[src/rtl/sdac_pkg.sv]
package sdac_pkg;

  // Asynchronous pins gathered so that they can share one synchroniser.
  typedef struct packed {
    logic sclk;
    logic sdata;
    logic sel_n;
    logic sleep;
  } sdac_pins_t;

  localparam int SDAC_PINS = $bits(sdac_pins_t);

  // Idle levels: deselected, clock low, awake.
  localparam sdac_pins_t PINS_RST = '{sclk: 1'b0, sdata: 1'b0, sel_n: 1'b1, sleep: 1'b0};

endpackage

[src/rtl/sdac_sync.sv]
module sdac_sync #(
  parameter int               WIDTH   = 4,
  parameter int               STAGES  = 2,
  parameter logic [WIDTH-1:0] RST_VAL = '0
) (
  input  logic             clk_i,
  input  logic             rst_i,
  input  logic [WIDTH-1:0] d_i,
  output logic [WIDTH-1:0] q_o
);

  logic [WIDTH-1:0] stg [STAGES];

  for (genvar g = 0; g < STAGES; g++) begin : g_stage
    if (g == 0) begin : g_first
      always_ff @(posedge clk_i) begin
        if (rst_i) stg[g] <= RST_VAL;
        else       stg[g] <= d_i;
      end
    end else begin : g_rest
      always_ff @(posedge clk_i) begin
        if (rst_i) stg[g] <= RST_VAL;
        else       stg[g] <= stg[g-1];
      end
    end
  end

  assign q_o = stg[STAGES-1];

endmodule

[src/rtl/sdac_edge.sv]
module sdac_edge #(
  parameter logic RST_VAL = 1'b0
) (
  input  logic clk_i,
  input  logic rst_i,
  input  logic lvl_i,
  output logic rise_o
);

  logic prev_q;

  always_ff @(posedge clk_i) begin
    if (rst_i) prev_q <= RST_VAL;
    else       prev_q <= lvl_i;
  end

  assign rise_o = lvl_i & ~prev_q;

endmodule

[src/rtl/sdac_shift.sv]
module sdac_shift #(
  parameter int W = 10,
  localparam int CNT_W = (W > 1) ? $clog2(W) : 1
) (
  input  logic             clk_i,
  input  logic             rst_i,
  input  logic             sel_active_i,
  input  logic             sel_rise_i,
  input  logic             sclk_rise_i,
  input  logic             sdata_i,
  output logic             commit_o,
  output logic [W-1:0]     word_o,
  output logic             locked_o,
  output logic [CNT_W-1:0] cnt_o
);

  localparam logic [CNT_W-1:0] LAST = CNT_W'(W - 1);

  logic [W-1:0]     shreg_q;
  logic [CNT_W-1:0] cnt_q;
  logic             lock_q;
  logic             take;

  assign take     = sel_active_i & ~lock_q & sclk_rise_i;
  assign commit_o = take & (cnt_q == LAST);
  // New bit enters at the top; after W shifts the first bit sits at bit 0.
  assign word_o   = {sdata_i, shreg_q[W-1:1]};
  assign locked_o = lock_q;
  assign cnt_o    = cnt_q;

  always_ff @(posedge clk_i) begin
    if (rst_i) begin
      shreg_q <= '0;
      cnt_q   <= '0;
      lock_q  <= 1'b0;
    end else if (sel_rise_i) begin
      shreg_q <= '0;
      cnt_q   <= '0;
      lock_q  <= 1'b0;
    end else if (take) begin
      shreg_q <= word_o;
      if (cnt_q == LAST) begin
        cnt_q  <= '0;
        lock_q <= 1'b1;
      end else begin
        cnt_q  <= cnt_q + 1'b1;
      end
    end
  end

endmodule

[src/rtl/sdac_outreg.sv]
module sdac_outreg #(
  parameter int W = 10
) (
  input  logic         clk_i,
  input  logic         rst_i,
  input  logic         commit_i,
  input  logic [W-1:0] word_i,
  output logic [W-1:0] code_o
);

  // Mid-scale: two's complement zero, i.e. only the top bit set in straight binary.
  localparam logic [W-1:0] MID = {1'b1, {(W-1){1'b0}}};

  always_ff @(posedge clk_i) begin
    if (rst_i)         code_o <= MID;
    else if (commit_i) code_o <= {~word_i[W-1], word_i[W-2:0]};
  end

endmodule

[src/rtl/sdac_serial_load.sv]
module sdac_serial_load #(
  parameter int DATA_W      = 10,
  parameter int SYNC_STAGES = 2
) (
  input  logic              clk_i,
  input  logic              rst_i,
  input  logic              sel_n_i,
  input  logic              sclk_i,
  input  logic              sdata_i,
  input  logic              sleep_i,
  output logic [DATA_W-1:0] dac_code_o,
  output logic              pwr_down_o
);

  import sdac_pkg::*;

  localparam int CNT_W = (DATA_W > 1) ? $clog2(DATA_W) : 1;

  sdac_pins_t        pins_raw, pins_s;
  logic              sel_rise_w, sclk_rise_w, commit_w, locked_w;
  logic [DATA_W-1:0] word_w;
  logic [CNT_W-1:0]  cnt_w;

  assign pins_raw = {sclk_i, sdata_i, sel_n_i, sleep_i};

  sdac_sync #(
    .WIDTH  (SDAC_PINS),
    .STAGES (SYNC_STAGES),
    .RST_VAL(PINS_RST)
  ) u_sync (
    .clk_i(clk_i),
    .rst_i(rst_i),
    .d_i  (pins_raw),
    .q_o  (pins_s)
  );

  sdac_edge #(.RST_VAL(1'b1)) u_sel_edge (
    .clk_i (clk_i),
    .rst_i (rst_i),
    .lvl_i (pins_s.sel_n),
    .rise_o(sel_rise_w)
  );

  sdac_edge #(.RST_VAL(1'b0)) u_sclk_edge (
    .clk_i (clk_i),
    .rst_i (rst_i),
    .lvl_i (pins_s.sclk),
    .rise_o(sclk_rise_w)
  );

  sdac_shift #(.W(DATA_W)) u_shift (
    .clk_i       (clk_i),
    .rst_i       (rst_i),
    .sel_active_i(~pins_s.sel_n),
    .sel_rise_i  (sel_rise_w),
    .sclk_rise_i (sclk_rise_w),
    .sdata_i     (pins_s.sdata),
    .commit_o    (commit_w),
    .word_o      (word_w),
    .locked_o    (locked_w),
    .cnt_o       (cnt_w)
  );

  sdac_outreg #(.W(DATA_W)) u_out (
    .clk_i   (clk_i),
    .rst_i   (rst_i),
    .commit_i(commit_w),
    .word_i  (word_w),
    .code_o  (dac_code_o)
  );

  assign pwr_down_o = pins_s.sleep;

endmodule

[config.mk]
export PLATFORM = sky130hd
export DESIGN_NAME = sdac_serial_load
export DESIGN_NICKNAME = d
export VERILOG_FILES = /design/src/rtl/sdac_pkg.sv /design/src/rtl/sdac_sync.sv /design/src/rtl/sdac_edge.sv /design/src/rtl/sdac_shift.sv /design/src/rtl/sdac_outreg.sv /design/src/rtl/sdac_serial_load.sv
export SDC_FILE = /design/constraint.sdc
export NUM_CORES = 1
export LEC_CHECK = 0
export BUFFER_PORTS_ARGS = -buffer_cell sky130_fd_sc_hd__buf_4
export CAP_MARGIN = 15
export CORE_MARGIN = 5
export CORE_UTILIZATION = 54
export CTS_CLUSTER_DIAMETER = 200
export DETAILED_ROUTE_END_ITERATION = 8
export PLACE_DENSITY = 0.76
export SLEW_MARGIN = 15
export SYNTH_ARGS = -nofsm -noshare
export SYNTH_HDL_FRONTEND = slang
export SYNTH_SLANG_ARGS = --single-unit
[constraint.sdc]
create_clock -name clk_i -period 3 [get_ports clk_i]
set_clock_uncertainty 0.2 [all_clocks]
set_input_delay 0.45 -clock clk_i [delete_from_list [all_inputs] [get_ports clk_i]]
set_output_delay 0.45 -clock clk_i [all_outputs]
set_load 0.005 [all_outputs]
==> results of run 1 <==
worst min path at each step:
stage                                   to                   startpoint  cells after the start
6_report       u_sync.stg[0][1]$_SDFF_PP1_                      sel_n_i                      2
4_1_cts        u_sync.stg[0][1]$_SDFF_PP1_                      sel_n_i                      2
3_3_place_gp   u_sync.stg[1][1]$_SDFF_PP1_  u_sync.stg[0][1]$_SDFF_PP1_                      1
2_1_floorplan  u_sync.stg[1][1]$_SDFF_PP1_  u_sync.stg[0][1]$_SDFF_PP1_                      1
3_5_place_dp   u_sync.stg[1][1]$_SDFF_PP1_  u_sync.stg[0][1]$_SDFF_PP1_                      1
5_1_grt        u_sync.stg[0][1]$_SDFF_PP1_                      sel_n_i                      2
state kept, by name (all words and copies together) (netlist names):
register and cells:
u_out.code_o 10, u_sclk_edge.prev_q 1, u_sel_edge.prev_q 1, u_shift.cnt_o 4, u_shift.locked_o 1, u_shift.shreg_q 9
u_sync.stg 8
layer usage:
metal,vias to the layer above,wire (um),global-route usage [%],share of wire (%)
met1,416,918,15.66,44
met5,-,0,0,0
met3,7,108,4.677,5.2
met4,0,53,8.940,2.5
met2,19,1008,24.35,48
li1,474,-,-,-
cell usage after synthesis:
| library cell | n | area (um2) |
|---|---|---|
| sky130_fd_sc_hd__a21oi_1 | 12 | 60.06 |
| sky130_fd_sc_hd__a31oi_1 | 1 | 6.260 |
| sky130_fd_sc_hd__buf_2 | 1 | 5.000 |
| sky130_fd_sc_hd__buf_6 | 1 | 11.26 |
| sky130_fd_sc_hd__clkbuf_1 | 6 | 22.52 |
| sky130_fd_sc_hd__dfxtp_1 | 34 | 680.7 |
| sky130_fd_sc_hd__inv_1 | 4 | 15.01 |
| sky130_fd_sc_hd__mux2i_1 | 10 | 100.1 |
| sky130_fd_sc_hd__nand2_1 | 39 | 146.4 |
| sky130_fd_sc_hd__nand2b_1 | 1 | 6.260 |
| sky130_fd_sc_hd__nand4_1 | 2 | 12.51 |
| sky130_fd_sc_hd__nor2_1 | 1 | 3.750 |
| sky130_fd_sc_hd__nor2b_1 | 10 | 62.56 |
| sky130_fd_sc_hd__nor4_4 | 1 | 21.27 |
| sky130_fd_sc_hd__nor4b_1 | 1 | 8.760 |
| sky130_fd_sc_hd__o21ai_0 | 2 | 10.01 |
| sky130_fd_sc_hd__o21ba_1 | 1 | 10.01 |
| sky130_fd_sc_hd__o31ai_1 | 2 | 15.01 |
| sky130_fd_sc_hd__or2_2 | 3 | 18.77 |
| sky130_fd_sc_hd__or4_1 | 1 | 7.510 |
| sky130_fd_sc_hd__or4b_1 | 1 | 10.01 |
stage by stage:
stage / setup WS (ns) / hold WS (ns) / total power, W
3_5_place_dp: 0.8505 / 0.2120 / 0.0004934
4_1_cts: 0.8331 / 0.09994 / 0.0007474
6_report: 0.8471 / 0.1075 / 0.0007412
5_1_grt: 0.7365 / 0.09070 / 0.0007777
3_3_place_gp: 0.9352 / 0.1952 / 0.0004922
2_1_floorplan: 1.167 / 0.1895 / 0.0004828
worst max-delay path: cells and delay by family, from the launching register on:
kind	cells	cell delay [ns]
buffers and inverters	1	0.26
DFF	1	0.33
muxes	1	0.21
and+or+nand+nor	2	1.08
kinds of logic (layout without fill, tap and decap cells):
| logic type | count (synthesis) | after routing | share of synthesized area (%) |
|---|---|---|---|
| compound gates | 18 | 18 | 8.215 |
| simple gates | 60 | 60 | 24.14 |
| mux | 10 | 10 | 8.114 |
| flops | 34 | 34 | 55.17 |
| buf+inv | 12 | 32 | 4.360 |
cell type report:
cell class,count,area share [%]
Clock inverter,1,0.3475
Clock buffer,7,3.823
Inverter,4,1.043
Timing Repair Buffer,20,10.43
Sequential cell,34,47.26
Multi-Input combinational cell,88,34.67
Tap cell,28,2.433
where the power goes:
| part | internal [W] | switching [W] | total, W |
|---|---|---|---|
| clock network | 0.000114 | 0.000145 | 0.000259 |
| logic | 0.0000110 | 0.0000124 | 0.0000235 |
| registers | 0.000457 | 0.00000202 | 0.000459 |
==> metrics.csv, run 1 <==
metric,value,unit
number of standard cells in the final layout excluding fillers,182,
dpl cells,174,
number of max-slew violations in the final report,0,
startpoint kind of the worst setup timing path,flop,
layout cells sized above 1,20.13,%
Worst Path Max Fanout,15,
"leading cell types in the layout, fill and taps excluded","sky130_fd_sc_hd__nand2_1, sky130_fd_sc_hd__dfxtp_1, sky130_fd_sc_hd__buf_4, sky130_fd_sc_hd__a21oi_1",
global route overflow,0,
Critical Setup Path Class,reg2reg,
number of vias per cell after detailed routing,5.033,
area after detailed placement,0.001380,mm2
number of hold violations in the final report,0,
vias after detailed routing,916,
count of max-cap constraint violations,0,
number of buffers created by CTS,5,
transition time of the tightest slew-check pin,0.9291,ns
pwr dens,514.7,mW/mm2
Mapped Avg Cell Area,9.207,um2
hold buffers post-CTS,0,
number of filler cells placed in the layout,185,
htree depth,2,
width of the chip,57.80,um
global-route wire length before repair,3636,um
Ant. Diodes,0,
starting density of the core,56.31,%
Critical R2R Capture,u_out.code_o[4]$_SDFFE_PP0P_,
Slew Limit Headroom,37.19,%
PortBufs,16,
weighted congestion at the end of routability-driven global placement,0.8026,
beginning of the worst register-to-register path,u_shift.locked_o$_SDFFE_PP0P_,
Multi-input gate area,499.2,um2
final design area excluding fillers,0.001440,mm2
flip-flop and latch count after synthesis,34,
clock latency on the worst-skew pair,0.33,ns
share of the cycle needed by the critical path after routing,71.76,%
first drt pass iteration count,4,
root buffer cell,sky130_fd_sc_hd__clkbuf_4,
top-level port count,17,
Post-Syn Nets,140,
cell with the biggest individual delay on the critical path,sky130_fd_sc_hd__or4b_1,
post-synthesis instance total,134,
Overall Global Routing Usage,14.48,%
beginning of the critical path,u_shift.locked_o$_SDFFE_PP0P_,
type of destination of the critical path,flop,
count of nets after finishing,159,
count of different cell masters after synthesis,21,
total clock sinks,34,
register area share after synthesis,55.17,%
Std-Cell Core Area,0.002191,mm2
worst endpoint data arrival time,2.21,ns
number of DRC violations after detailed-routing iteration 0,14,
number of failing setup endpoints in the final timing report,0,
CP endpoint,u_out.code_o[4]$_SDFFE_PP0P_,
via count of the first global-routing pass,897,
floorplan die area,0.003340,mm2
unrepaired setup endpoints after global routing,no,
Sequential cell area,680.7,um2
count of buffers added by post-CTS timing repair for setup,0,
Max rail drop VDD,412.0,uV
residual antenna-violating net count after detailed routing,0,
slack of the worst reg-to-reg path,0.85,ns
DR WL/cell,11.47,um
hold crit path type,in2reg,
CP peak stage delay,0.79,ns
Die Ht,57.80,um
maximum number of pins on one net before global-route repair,21,
number of warnings issued by yosys,0,
P&R area growth vs syn,16.73,%
leakage power,0.5278,nW
core occupancy in the finished layout,65.73,%
crit path time final,2.153,ns
Std-Cell Rows,17,
worst-case reg-to-reg path depth,4,
Achievable Freq,0.4645,GHz
sequence of cells on the critical path,or4b_1 > nor4_4 > buf_4 > mux2i_1,
clock-pin slew reported for the worst setup and hold paths after clock tree synthesis,0.09,ns
Post-route DRC,0,
most frequent standard cell in the layout excluding fill and tap cells,sky130_fd_sc_hd__nand2_1,
run status,"finished, final reports clean",
final-layout setup total negative slack,0,ns
wire length reported by the detailed router,2088,um
HPWL reported at the end of detailed placement,1470,um
number of buffers on the longest clock path,2,
CTS tree,done,
"Req. time, crit path",3.06,ns
post-CTS sizing,0,
antenna violations before repair,0,
cell area after synthesis,0.001234,mm2
(Power assumes the default switching activity.)
==> run 2, diff against run 1 <==
- clock period: 3 -> 2.1 ns (I/O delays scaled with it)
==> metrics.csv, run 2 (synthesis results as in run 1) <==
metric,value,unit,change
run status,"finished, final reports clean",,
weighted congestion at the end of routability-driven global placement,0.7730,,-3.7%
HPWL reported at the end of detailed placement,1502,um,+2.2%
number of vias per cell after detailed routing,5.097,,+1.3%
count of max-cap constraint violations,0,,unchanged
number of hold violations in the final report,0,,unchanged
htree depth,2,,unchanged
max FFs per register,10,,unchanged
antenna violations before repair,0,,unchanged
fraction of power consumed by combinational cells,3.9,%,+0.7 points
Die Ht,57.80,um,unchanged
leakage power,0.5490,nW,+4.0%
Slew Limit Headroom,81.69,%,+45 points
worst hold margin,0.03011,ns,-0.07737 ns
type of destination of the critical path,flop,,
Overall Global Routing Usage,15.16,%,+0.68 points
crit path time final,1.954,ns,-0.1993 ns
Std-Cell Core Area,0.002191,mm2,unchanged
number of failing setup endpoints in the final timing report,0,,unchanged
"Req. time, crit path",2.15,ns,-0.91 ns
clock-pin slew reported for the worst setup and hold paths after clock tree synthesis,0.09,ns,about the same
switching power total,0.0002132,W,+33%
count of buffers added by post-CTS timing repair for setup,0,,unchanged
layout cells sized above 1,20.25,%,+0.12 points
Achievable Freq,0.5119,GHz,+10%
number of DRC violations after detailed-routing iteration 0,22,,+8
floorplan die area,0.003340,mm2,unchanged
root buffer cell,sky130_fd_sc_hd__clkbuf_4,,
registers with the most flip-flops,"u_out.code_o x10, u_shift.shreg_q x9, u_sync.stg x8",,
global-route wire length before repair,3822,um,+5.1%
DR WL/cell,11.65,um,+1.5%
maximum number of pins on one net before global-route repair,20,,-4.8%
share of total power in sequential cells,63.2,%,+1.3 points
share of the cycle needed by the critical path after routing,93.03,%,+21 points
internal power,0.0008241,W,+42%
global route overflow,0,,unchanged
Worst Path Max Fanout,7,,-8
number of max-slew violations in the final report,0,,unchanged
CTS tree,done,,
residual antenna-violating net count after detailed routing,0,,unchanged
Critical Setup Path Class,reg2reg,,
final-layout setup total negative slack,0,ns,unchanged
transition time of the tightest slew-check pin,0.2708,ns,-0.6584 ns
unrepaired setup endpoints after global routing,no,,
slack of the worst reg-to-reg path,0.15,ns,-0.70 ns
starting density of the core,56.31,%,unchanged
worst endpoint data arrival time,2.00,ns,-0.21 ns
P&R area growth vs syn,20.49,%,
PortBufs,16,,unchanged
sequence of cells on the critical path,or4b_1 > nor4_4 > buf_4 > mux2i_1,,
most frequent standard cell in the layout excluding fill and tap cells,sky130_fd_sc_hd__nand2_1,,
number of standard cells in the final layout excluding fillers,186,,+2.2%
dpl cells,176,,+1.1%
clock latency on the worst-skew pair,0.32,ns,about the same
wire length reported by the detailed router,2166,um,+3.7%
width of the chip,57.80,um,unchanged
startpoint kind of the worst setup timing path,flop,,
pwr dens,697.8,mW/mm2,+36%
Std-Cell Rows,17,,unchanged
Ant. Diodes,0,,unchanged
CP peak stage delay,0.67,ns,-0.12 ns
number of buffers on the longest clock path,2,,unchanged
top-level port count,17,,unchanged
total clock sinks,34,,unchanged
vias after detailed routing,948,,+3.5%
first drt pass iteration count,4,,unchanged
number of buffers created by CTS,5,,unchanged
Post-route DRC,0,,unchanged
count of nets after finishing,165,,+3.8%
hold crit path type,in2reg,,
number of filler cells placed in the layout,186,,+0.54%
share of power burned in the clock network,32.9,%,-2.0 points
cell with the biggest individual delay on the critical path,sky130_fd_sc_hd__or4b_1,,
"leading cell types in the layout, fill and taps excluded","sky130_fd_sc_hd__nand2_1, sky130_fd_sc_hd__dfxtp_1, sky130_fd_sc_hd__buf_4, sky130_fd_sc_hd__a21oi_1",,
register with the most flip-flops,u_out.code_o,,
total power of the final layout,0.001037,W,+40%
switching power as a share of total power,20.55,%,-1.0 points
via count of the first global-routing pass,924,,+3.0%
core occupancy in the finished layout,67.85,%,+2.1 points
Max rail drop VDD,513.8,uV,+25%
[run 2: critical path, delay by kind of cell (launching register included)]
kind / cells / cell delay, ns
DFF: 1 / 0.33
buffers and inverters: 1 / 0.20
muxes: 1 / 0.20
and+or+nand+nor: 2 / 0.95
[run 2: what timing repair did]
item	4_1_cts	5_1_grt
hold endpoints to repair	4	0
hold buffers	4	0
gates resized for setup	0	0
[run 2: stage by stage]
step,setup slack (ns),instance area (um2)
floorplan,0.2674,1234
global placement,0.2178,1395
detailed placement,0.1338,1395
CTS,0.1122,1486
global route,0.02058,1486
finish,0.1464,1486
[run 2: area by class of cell]
| type | instances | area (um2) | area share, % |
|---|---|---|---|
| inverters | 4 | 15.01 | 1.010 |
| well taps | 28 | 35.03 | 2.357 |
| clock buffers | 6 | 51.30 | 3.451 |
| flip-flops and latches | 34 | 680.7 | 45.79 |
| multi-input cells | 88 | 499.2 | 33.59 |
| repair buffers | 26 | 205.2 | 13.80 |
[run 2: worst paths after layout]
check                                                   start                      endpoint  depth (start not counted)
worst max-delay path            u_shift.locked_o$_SDFFE_PP0P_  u_out.code_o[1]$_SDFFE_PP0P_                          4
worst min-delay path                                    rst_i   u_sync.stg[0][2]$_SDFF_PP0_                          2
worst max register to register  u_shift.locked_o$_SDFFE_PP0P_  u_out.code_o[1]$_SDFFE_PP0P_                          4
worst min register to register    u_sync.stg[0][1]$_SDFF_PP1_   u_sync.stg[1][1]$_SDFF_PP1_                          1
[run 2: power by group through the flow]
stage / Sequential (W) / Combinational, W / Clock [W]
after global routing: 0.000656 / 0.0000449 / 0.000386
after floorplan: 0.000670 / 0.0000201 / 0
after global placement: 0.000670 / 0.0000336 / 0
after detailed placement: 0.000670 / 0.0000345 / 0
final: 0.000655 / 0.0000404 / 0.000342
after CTS: 0.000655 / 0.0000406 / 0.000354
[run 2: routing by layer]
metal	wire length (um)	vias to the layer above	share of wire [%]	track usage, %
met1	920	430	42	16.46
met5	0	-	0	0
met3	152	5	7.0	5.345
met2	1053	25	49	24.84
met4	40	0	1.8	9.934
li1	-	488	-	-
==> run 3, diff against run 2 <==
- SYNTH_HIERARCHICAL: default -> 1
==> metrics.csv, run 3 <==
metric,value,unit,change
run status,"finished, final reports clean",,
Mapped Avg Cell Area,10.93,um2,+19%
unrepaired setup endpoints after global routing,no,,
count of buffers added by post-CTS timing repair for setup,0,,unchanged
hold buffers post-CTS,3,,-1
count of nets after finishing,143,,-13%
Post-Syn Nets,118,,-16%
most frequent cells after synthesis,"sky130_fd_sc_hd__dfxtp_1, sky130_fd_sc_hd__nor2_1, sky130_fd_sc_hd__mux2i_1",,
maximum number of pins on one net before global-route repair,22,,+10%
Die Ht,57.61,um,-0.33%
wire length reported by the detailed router,1935,um,-11%
cell area after synthesis,0.001224,mm2,-0.81%
floorplan die area,0.003318,mm2,-0.66%
post-CTS sizing,0,,unchanged
cell with the biggest individual delay on the critical path,sky130_fd_sc_hd__dfxtp_1,,
P&R area growth vs syn,20.55,%,about the same
Std-Cell Rows,17,,unchanged
htree depth,2,,unchanged
most common cell in the netlist,sky130_fd_sc_hd__dfxtp_1,,
number of max-slew violations in the final report,0,,unchanged
width of the chip,57.61,um,-0.33%
worst path bufs/invs,1,,unchanged
CTS tree,done,,
count of different cell masters after synthesis,28,,+33%
layout cells sized above 1,24.64,%,+4.4 points
PortBufs,16,,unchanged
transition time of the tightest slew-check pin,0.4477,ns,+0.1770 ns
Slew Limit Headroom,70.15,%,-12 points
registers with the most flip-flops,"u_out/code_o x10, u_shift/shreg_q x9, u_sync/stg x8",,
Worst Path Max Fanout,12,,+5
top-level port count,17,,unchanged
DR WL/cell,11.66,um,about the same
worst endpoint data arrival time,1.69,ns,-0.31 ns
flip-flop and latch count after synthesis,34,,unchanged
Critical Setup Path Class,reg2reg,,
area share of xor/xnor cells in the synthesized design,0.7157,%,+0.72 points
clock latency on the worst-skew pair,0.33,ns,about the same
post-synthesis instance total,112,,-16%
crit path time final,1.670,ns,-0.2834 ns
largest family of logic cells by synthesized area,simple AND/OR/NAND/NOR gates,,
count of max-cap constraint violations,0,,unchanged
family of cells with the greatest summed delay on the critical path,simple AND/OR/NAND/NOR gates,,
cell types with the largest area share after synthesis,"sky130_fd_sc_hd__dfxtp_1, sky130_fd_sc_hd__mux2i_1, sky130_fd_sc_hd__nor2_1",,
Overall Global Routing Usage,13.68,%,-1.5 points
via count of the first global-routing pass,765,,-17%
weighted congestion at the end of routability-driven global placement,0.6722,,-13%
library cell occupying the most area in the post-synthesis netlist,sky130_fd_sc_hd__dfxtp_1,,
number of warnings issued by yosys,6,,+6
number of enable flip-flop cells after synthesis,0,,unchanged
register area share after synthesis,55.62,%,+0.45 points
final-layout setup total negative slack,0,ns,unchanged
sequence of cells on the critical path,nor2b_4 > nand4b_4 > nor3_2 > buf_4 > mux2i_1 > nor2_1,,
most frequent standard cell in the layout excluding fill and tap cells,sky130_fd_sc_hd__dfxtp_1,,
residual antenna-violating net count after detailed routing,0,,unchanged
global-route wire length before repair,3394,um,-11%
number of hold violations in the final report,0,,unchanged
"Req. time, crit path",2.12,ns,-0.03 ns
total clock sinks,34,,unchanged
global route overflow,0,,unchanged
share of the cycle needed by the critical path after routing,79.53,%,-13 points
startpoint kind of the worst setup timing path,flop,,
Max rail drop VDD,607.7,uV,+18%
Std-Cell Core Area,0.002191,mm2,unchanged
first drt pass iteration count,4,,unchanged
Post-route DRC,0,,unchanged
complex-gate fraction of the synthesized area,3.579,%,-4.6 points
Ant. Diodes,0,,unchanged
starting density of the core,55.85,%,-0.46 points
core occupancy in the finished layout,67.33,%,-0.51 points
post-synthesis mux area share,14.72,%,+6.6 points
top_reg_cell synth,sky130_fd_sc_hd__dfxtp_1,,
area after detailed placement,0.001371,mm2,-1.7%
leakage power,0.6525,nW,+19%
fraction of registers with async set/reset,0,%,unchanged
antenna violations before repair,0,,unchanged
proportion of netlist area held by the largest area contributor,55.62,%,+0.45 points
"leading cell types in the layout, fill and taps excluded","sky130_fd_sc_hd__dfxtp_1, sky130_fd_sc_hd__buf_4, sky130_fd_sc_hd__nor2_1, sky130_fd_sc_hd__mux2i_1, sky130_fd_sc_hd__nor2b_1",,
hold crit path type,in2reg,,
clock-pin slew reported for the worst setup and hold paths after clock tree synthesis,0.10,ns,about the same
number of buffers created by CTS,5,,unchanged
Achievable Freq,0.5987,GHz,+17%
register with the most flip-flops,u_out/code_o,,
number of buffers on the longest clock path,2,,unchanged
pwr dens,722.1,mW/mm2,+3.5%
type of destination of the critical path,flop,,
CP peak stage delay,0.34,ns,-0.33 ns
final design area excluding fillers,0.001475,mm2,-0.76%
root buffer cell,sky130_fd_sc_hd__clkbuf_4,,
post-synthesis simple-gate area fraction,21.88,%,-2.3 points
vias after detailed routing,821,,-13%
number of filler cells placed in the layout,186,,unchanged
HPWL reported at the end of detailed placement,1308,um,-13%
number of vias per cell after detailed routing,4.946,,-3.0%
number of DRC violations after detailed-routing iteration 0,5,,-77%
max FFs per register,10,,unchanged
number of failing setup endpoints in the final timing report,0,,unchanged
adder-cell share of the synthesized area,0,%,unchanged
==> run 3: changes by cell type in the layout (fill, tap and decap cells not counted), sizes merged, moves of 3 or more <==
cell | before | now
buf | 22 | 19
mux2i | 10 | 18
nor2 | 1 | 19
a21oi | 12 | 2
or2 | 3 | 6
nand2 | 39 | 2
==> run 3: power by group <==
part           switching [W]   total, W  leakage (nW)  internal [W]
logic              0.0000177  0.0000389         0.342     0.0000212
clock network       0.000210   0.000371        0.0343      0.000161
registers         0.00000279   0.000656         0.276      0.000653
total               0.000230    0.00107         0.653      0.000835
==> run 3: cell type report <==
type	instances	area, um2	area share (%)
inverters	2	7.507	0.5089
multi-input cells	71	505.5	34.27
clock buffers	6	51.30	3.478
flip-flops and latches	34	680.7	46.14
clock inverters	2	12.51	0.8482
repair buffers	23	182.7	12.38
well taps	28	35.03	2.375
==> run 3: path summary, 6_finish.rpt <==
kind | from | endpoint | slack, ns | depth (start not counted)
worst max-delay path | u_sync/stg[1][3]$_SDFF_PP0_ | u_out/code_o[5]$_SDFFE_PP0P_ | 0.43 | 6
worst min-delay path | rst_i | u_sclk_edge/prev_q$_SDFF_PP0_ | 0.09 | 2
worst min register to register | u_sync/stg[0][1]$_SDFF_PP1_ | u_sync/stg[1][1]$_SDFF_PP1_ | 0.22 | 1
worst max register to register | u_sync/stg[1][3]$_SDFF_PP0_ | u_out/code_o[5]$_SDFFE_PP0P_ | 0.43 | 6
==> run 3: per-layer routing <==
layer	wire, um	track usage (%)
met4	29	6.954
met2	922	21.45
met1	882	15.24
met3	101	6.787
met5	0	0
==> run 3: cells by family after synthesis <==
| logic type | after synthesis |
|---|---|
| muxes | 18 |
| buffers and inverters | 7 |
| xor gates and xnor gates | 1 |
| DFF | 34 |
| AOI/OAI and AO/OA | 7 |
| and+or+nand+nor | 45 |
==> run 3: through the flow <==
step                      std cells  total power, W  worst slack [ns]  hold slack (ns)
final                           166        0.001065            0.4298          0.09410
after global placement          154       0.0007033            0.5083           0.1897
after detailed placement        154       0.0007041            0.4691           0.2051
after floorplan                 112       0.0006892            0.4642           0.1793
after CTS                       165        0.001084            0.4091         0.001413
after global routing            166        0.001135            0.3632          0.07040
